[config.mk]
export PLATFORM = sky130hd
export DESIGN_NAME = static_lcd_drv
export DESIGN_NICKNAME = d
export VERILOG_FILES = /design/src/rtl/lcd_drv_pkg.sv /design/src/rtl/lcd_sync_edge.sv /design/src/rtl/lcd_shift_latch.sv /design/src/rtl/lcd_seg_drive.sv /design/src/rtl/static_lcd_drv.sv
export SDC_FILE = /design/constraint.sdc
export NUM_CORES = 1
export LEC_CHECK = 0
export BUFFER_PORTS_ARGS = -buffer_cell sky130_fd_sc_hd__buf_2
export CORE_ASPECT_RATIO = 1.75
export CORE_MARGIN = 2
export CORE_UTILIZATION = 50
export CTS_CLUSTER_DIAMETER = 40
export DETAILED_ROUTE_END_ITERATION = 8
export GPL_ROUTABILITY_DRIVEN = 1
export PLACE_DENSITY_LB_ADDON = 0.15
export SLEW_MARGIN = 15
export SYNTH_ARGS = -nofsm -noshare
export SYNTH_HDL_FRONTEND = slang
export SYNTH_SLANG_ARGS = --single-unit
[constraint.sdc]
create_clock -name clk -period 3.3 [get_ports clk]
set_input_delay 0.165 -clock clk [delete_from_list [all_inputs] [get_ports clk]]
set_output_delay 0.165 -clock clk [all_outputs]
set_load 0.03 [all_outputs]
[src/rtl/lcd_drv_pkg.sv]
package lcd_drv_pkg;
  localparam int unsigned SEG_N    = 40;
  localparam int unsigned GRP_LO_N = 16;
  localparam int unsigned SYNC_W   = 5;
  // bit positions inside the synchronized input bus
  localparam int unsigned IX_DIN   = 0;
  localparam int unsigned IX_SCLK  = 1;
  localparam int unsigned IX_LOAD  = 2;
  localparam int unsigned IX_LCK   = 3;
  localparam int unsigned IX_BCLK  = 4;
endpackage

[src/rtl/lcd_sync_edge.sv]
module lcd_sync_edge #(
  parameter int unsigned W = 1
) (
  input  logic         clk,
  input  logic         rst_n,
  input  logic [W-1:0] d,
  output logic [W-1:0] lvl,
  output logic [W-1:0] rise
);
  logic [W-1:0] s1_q, s2_q, s3_q;

  always_ff @(posedge clk or negedge rst_n) begin
    if (!rst_n) begin
      s1_q <= '0;
      s2_q <= '0;
      s3_q <= '0;
    end else begin
      s1_q <= d;
      s2_q <= s1_q;
      s3_q <= s2_q;
    end
  end

  assign lvl  = s2_q;
  assign rise = s2_q & ~s3_q;
endmodule

[src/rtl/lcd_shift_latch.sv]
module lcd_shift_latch #(
  parameter int unsigned N = 40
) (
  input  logic         clk,
  input  logic         rst_n,
  input  logic         din,
  input  logic         shift_p,
  input  logic         load_p,
  output logic [N-1:0] shreg,
  output logic [N-1:0] latch
);
  logic [N-1:0] sh_nx, lt_nx;

  always_comb begin
    sh_nx = shreg;
    lt_nx = latch;
    if (shift_p) sh_nx = {shreg[N-2:0], din};
    if (load_p)  lt_nx = shreg;  // pre-shift value on coincidence
  end

  always_ff @(posedge clk or negedge rst_n) begin
    if (!rst_n) begin
      shreg <= '0;
      latch <= '0;
    end else begin
      if (shift_p) shreg <= sh_nx;
      if (load_p)  latch <= lt_nx;
    end
  end
endmodule

[src/rtl/lcd_seg_drive.sv]
module lcd_seg_drive #(
  parameter int unsigned N    = 40,
  parameter int unsigned LO_N = 16
) (
  input  logic [N-1:0] latch,
  input  logic         lck,
  input  logic         bclk,
  input  logic         blink_en_n,
  input  logic         grp_lo_en_n,
  input  logic         grp_hi_en_n,
  input  logic         bp_a_en_n,
  input  logic         bp_b_en_n,
  output logic [N-1:0] seg,
  output logic         bp_a,
  output logic         bp_b
);
  logic show_ok;
  assign show_ok = blink_en_n | bclk;

  for (genvar i = 0; i < N; i++) begin : g_seg
    logic en, lit;
    if (i < LO_N) begin : g_lo
      assign en = ~grp_lo_en_n;
    end else begin : g_hi
      assign en = ~grp_hi_en_n;
    end
    assign lit    = latch[i] & show_ok;
    assign seg[i] = en & (lit ? lck : ~lck);
  end

  assign bp_a = ~bp_a_en_n & ~lck;
  assign bp_b = ~bp_b_en_n & ~lck;
endmodule

[src/rtl/static_lcd_drv.sv]
module static_lcd_drv
  import lcd_drv_pkg::*;
(
  input  logic             clk,
  input  logic             rst_n,
  input  logic             ser_din,
  input  logic             ser_clk,
  input  logic             ser_load,
  input  logic             lcd_clk,
  input  logic             blink_clk,
  input  logic             blink_en_n,
  input  logic             grp_lo_en_n,
  input  logic             grp_hi_en_n,
  input  logic             bp_a_en_n,
  input  logic             bp_b_en_n,
  output logic [SEG_N-1:0] seg,
  output logic             bp_a,
  output logic             bp_b,
  output logic             cascade_out
);
  logic [1:0]        rst_q;
  logic              rst_sync_n;
  logic [SYNC_W-1:0] in_raw, in_lvl, in_rise;
  logic              shift_p, load_p, lck, bclk_s;
  logic [SEG_N-1:0]  shreg, latch;

  always_ff @(posedge clk or negedge rst_n) begin
    if (!rst_n) rst_q <= 2'b00;
    else        rst_q <= {rst_q[0], 1'b1};
  end
  assign rst_sync_n = rst_q[1];

  always_comb begin
    in_raw          = '0;
    in_raw[IX_DIN]  = ser_din;
    in_raw[IX_SCLK] = ser_clk;
    in_raw[IX_LOAD] = ser_load;
    in_raw[IX_LCK]  = lcd_clk;
    in_raw[IX_BCLK] = blink_clk;
  end

  lcd_sync_edge #(.W(SYNC_W)) u_sync (
    .clk  (clk),
    .rst_n(rst_sync_n),
    .d    (in_raw),
    .lvl  (in_lvl),
    .rise (in_rise)
  );

  assign shift_p = in_rise[IX_SCLK];
  assign load_p  = in_rise[IX_LOAD];
  assign lck     = in_lvl[IX_LCK];
  assign bclk_s  = in_lvl[IX_BCLK];

  lcd_shift_latch #(.N(SEG_N)) u_sr (
    .clk    (clk),
    .rst_n  (rst_sync_n),
    .din    (in_lvl[IX_DIN]),
    .shift_p(shift_p),
    .load_p (load_p),
    .shreg  (shreg),
    .latch  (latch)
  );

  assign cascade_out = shreg[SEG_N-1];

  lcd_seg_drive #(.N(SEG_N), .LO_N(GRP_LO_N)) u_drv (
    .latch      (latch),
    .lck        (lck),
    .bclk       (bclk_s),
    .blink_en_n (blink_en_n),
    .grp_lo_en_n(grp_lo_en_n),
    .grp_hi_en_n(grp_hi_en_n),
    .bp_a_en_n  (bp_a_en_n),
    .bp_b_en_n  (bp_b_en_n),
    .seg        (seg),
    .bp_a       (bp_a),
    .bp_b       (bp_b)
  );
endmodule

# Yosys cells after proc, flatten, opt, wreduce, memory -nomap -nowiden
# Cells that the tools add are included.
# word_totals
ff_bits	95
# classes
muxes	40
bitwise	90
# op_table
operator	count
1-bit AND	82
1-bit two-way mux	40
1-bit NOT	5
3-bit AND	1
3-bit NOT	1
1-bit OR	1

# Longest topological paths before layout
# logic_depth
depth_word	4
ltp_mapped	4

# Modules after synthesis
# A second synthesis with hierarchy kept.
# hier_totals
hier_cells	294
hier_area_um2	4220.3
# modules_own_cells
module	instances	cells_each	area_each_um2	seq_area_each_um2
lcd_shift_latch	1	168	2992.9	2001.9
lcd_seg_drive	1	103	729.4	0.0
lcd_sync_edge	1	20	444.2	375.4
static_lcd_drv	1	3	53.8	50.0

# Worst setup path after synthesis
# OpenSTA, ideal clock, no wires.
# synth_path
kind	reg-to-output
from	register u_sync.s2_q[3] (netlist: u_sync.lvl[3])
to	output port seg[19]
arrival_time_ns	1.407
t_required_ns	3.135
slack_ns	1.728
path_stages_with_launch	5
path_cell_list	dfrtp_1 > or2_1 > buf_6 > buf_8 > mux2i_1
# synth_via
elab_chain_cells	3
# synth_lines
element	line_no	source
from (decl)	lcd_sync_edge.sv:10	logic [W-1:0] s1_q, s2_q, s3_q;
from (signal assigned)	lcd_sync_edge.sv:19	s2_q <= s1_q;
1-bit NOT	lcd_seg_drive.sv:28	assign seg[i] = en & (lit ? lck : ~lck);
1-bit two-way mux (*)	lcd_seg_drive.sv:28	
1-bit AND (*)	lcd_seg_drive.sv:28	
to (decl)	static_lcd_drv.sv:16	output logic [SEG_N-1:0] seg,
# Mark *: on every way between the ends. The rest lies on a longest branch, timed or not.

# Worst setup path after layout
# layout_path
from	register u_sync.s2_q[4] (netlist: u_sync.lvl[4])
to	output port seg[20]
# layout_via
elab_chain_cells	4
# layout_lines
element	line_no	source
1-bit OR	lcd_seg_drive.sv:18	assign show_ok = blink_en_n | bclk;
1-bit AND	lcd_seg_drive.sv:27	assign lit = latch[i] & show_ok;
1-bit two-way mux	lcd_seg_drive.sv:28	
1-bit AND	lcd_seg_drive.sv:28	
# Every way passes these cells.

==> results.ini <==
[floorplanning]
initial_utilization = 0.516
core_area_mm2 = 0.00791
io_pins = 55
num_rows = 43
die_h_um = 124
dieArea_mm2 = 0.00893
fp.dieW_um = 72.3

[detailed_routing]
drt_iter0_drc = 112
viasPerCell = 5.53
wire_per_inst_um = 16.8
wirelength_mm = 7.28
ant_nets = 0
drc = 0
via_count = 2398
firstDrtPassIters = 6

[global_route]
antenna_found_initial = 0
grt_start_max_net_pins = 62
overflow = 0
busiest_layer = met2
grt_pass1_vias = 2433
use_met2 = 0.306
grt.met3_usage = 0.0334
grtUsageMet1 = 0.226
grt_first_pass_wirelength_mm = 12.2
globalRouteTotalUtil = 0.183

[worst_setup_path]
critical_path_class = reg2out
rr_worst_depth = 3
start_kind = register
cp.required_ps = 3130
cp_max_fo = 26
cp.arrival_ps = 2080
crit_path_end_kind = output pin

[sta]
fmax_ghz = 0.445
tightestPinTransition_ps = 928
max_slew_margin = 0.382
finalSetupTns_ps = 0
fin_crit_sh = 0.681
fin_crit_ps = 2250
fin_skew_ps = 3.82
layout_setup_ws_ps = 1050
setup_viol = 0
finalHoldViolCount = 0
drv_slew = 0
rsz0062_at_grt = false

[synth]
synthSimpleGateAreaFrac = 0.0123
synthAdderAreaFrac = 0
muxShareOfSynthArea = 0.319
syn_nets = 300
synth_seq_cells = 94
synthCells = 288
synth-compound-area-share = 0.0491
seq_area_frac_synth = 0.577
syn_area_per_cell_um2 = 14.2
synth_xor_area_frac = 0
synth.distinct_cells = 17
synth_area_leader_cell = dfrtp_1
synth_top_family_by_area = multiplexers
synth_area_mm2 = 0.00408
yosysWarnings = 0
synth_top_area_frac = 0.577
synth.top_cells.by_area = dfrtp_1 (58%), mux2_2 (20%), mux2i_1 (9.8%), o21ai_0 (4.5%), mux2_1 (1.9%)

[clock_network]
htree_num_levels = 3
postCtsSetupRepairBufs = 0
cts.repair.resized = 0
cts_buffer_depth = 2
clockRootBuffer = clkbuf_16
cts_tree = built
holdBufCountCts = 6
cts_inserted_buffers = 9
clkLatencyLatePin_ps = 330
clkSinkCount = 94
clkTransAtPathRegs_ps = 60

[placement]
hpwlAfterDp_mm = 4.60
place_ws_ps = 1400
gp_congestion = 0.703
port-buffer-count = 54
place_area_mm2 = 0.00435

[finish]
drive_above_1_share = 0.430
antenna_cells = 0
syn_to_final_growth_pct = 14.7
fin_util = 0.592
fin_nets = 352
design_area_mm2 = 0.00468
mostFrequentLayoutCells = dfrtp_1 (93), mux2_2 (73), buf_2 (54)
final_common_cell = dfrtp_1

[status]
status = finished, final reports clean

[min_path]
min_path_type = in2async

[pwr]
max-vdd-ir-drop_mv = 0.339
power_per_cell_area_mw_per_mm2 = 616
leakagePower_nw = 2.50
finalPower_mw = 2.88

[run]
drv_cap = 0

[path summary, 6_finish.rpt]
path | start | end | slack (ps)
max in group asynchronous | rst_q[1] | u_sr.latch[24] | 2160
max reg2reg | u_sync.s3_q[2] | u_sr.latch[6] | 1680
min | rst_n | rst_q[1] | 140
max | u_sync.lvl[4] | seg[20] | 1050
min reg2reg | u_sync.s1_q[2] | u_sync.lvl[2] | 350
min in group clk | u_sync.s1_q[2] | u_sync.lvl[2] | 350
[registers in the layout (all words and copies together) (netlist names)]
signal,flops
rst_q,2
u_sync.s1_q,5
u_sr.latch,40
u_sync.lvl,5
u_sync.s3_q,2
u_sr.shreg,40
[layer usage]
layer,up-vias,share of wire
met5,-,0
li1,1118,-
met1,1227,0.42
met3,10,0.030
met4,0,0.015
met2,43,0.53
[logic make-up after synthesis]
| kind of cell | after synthesis |
|---|---|
| other | 1 |
| and+or+nand+nor | 8 |
| DFF | 94 |
| buffers and inverters | 25 |
| muxes | 120 |
| AOI/OAI and AO/OA | 40 |
[Yosys cell counts]
library cell and n:
buf_8 2, o21ai_1 3, mux2_1 7, buf_4 8
conb_1 1, clkbuf_2 1, nand2b_1 2, dfrtp_1 94
mux2_2 73, mux2i_1 40, buf_6 3, o21ai_0 37
or2_1 2, nor2_1 2, clkbuf_1 9, buf_2 2
nor2b_2 2
[cell type report]
cell class	count	area [um^2]
clock inverters	1	5.00
multi-input cells	169	1570
well taps	90	113
fillers	648	3230
repair buffers	66	375
clock buffers	14	264
flip-flops and latches	94	2360
[stage by stage]
step                std cells  hold slack, ps
floorplan                 288            -131
global placement          413           -51.5
detailed placement        413           -47.5
CTS                       434             127
global route              434             133
finish                    434             139
[critical path, stage by stage, from the launching register on]
cell	delay (ps)
dfrtp_1	870
buf_4	330
o21ai_0	130
mux2i_1	190
buf_2	240
[where the power goes]
| group | switching (mW) | internal [mW] | total, mW | leakage [nW] |
|---|---|---|---|---|
| logic | 0.260 | 0.244 | 0.504 | 1.14 |
| registers | 0.120 | 1.33 | 1.45 | 1.23 |
| clock network | 0.381 | 0.547 | 0.928 | 0.133 |
(Power assumes the default switching activity.)
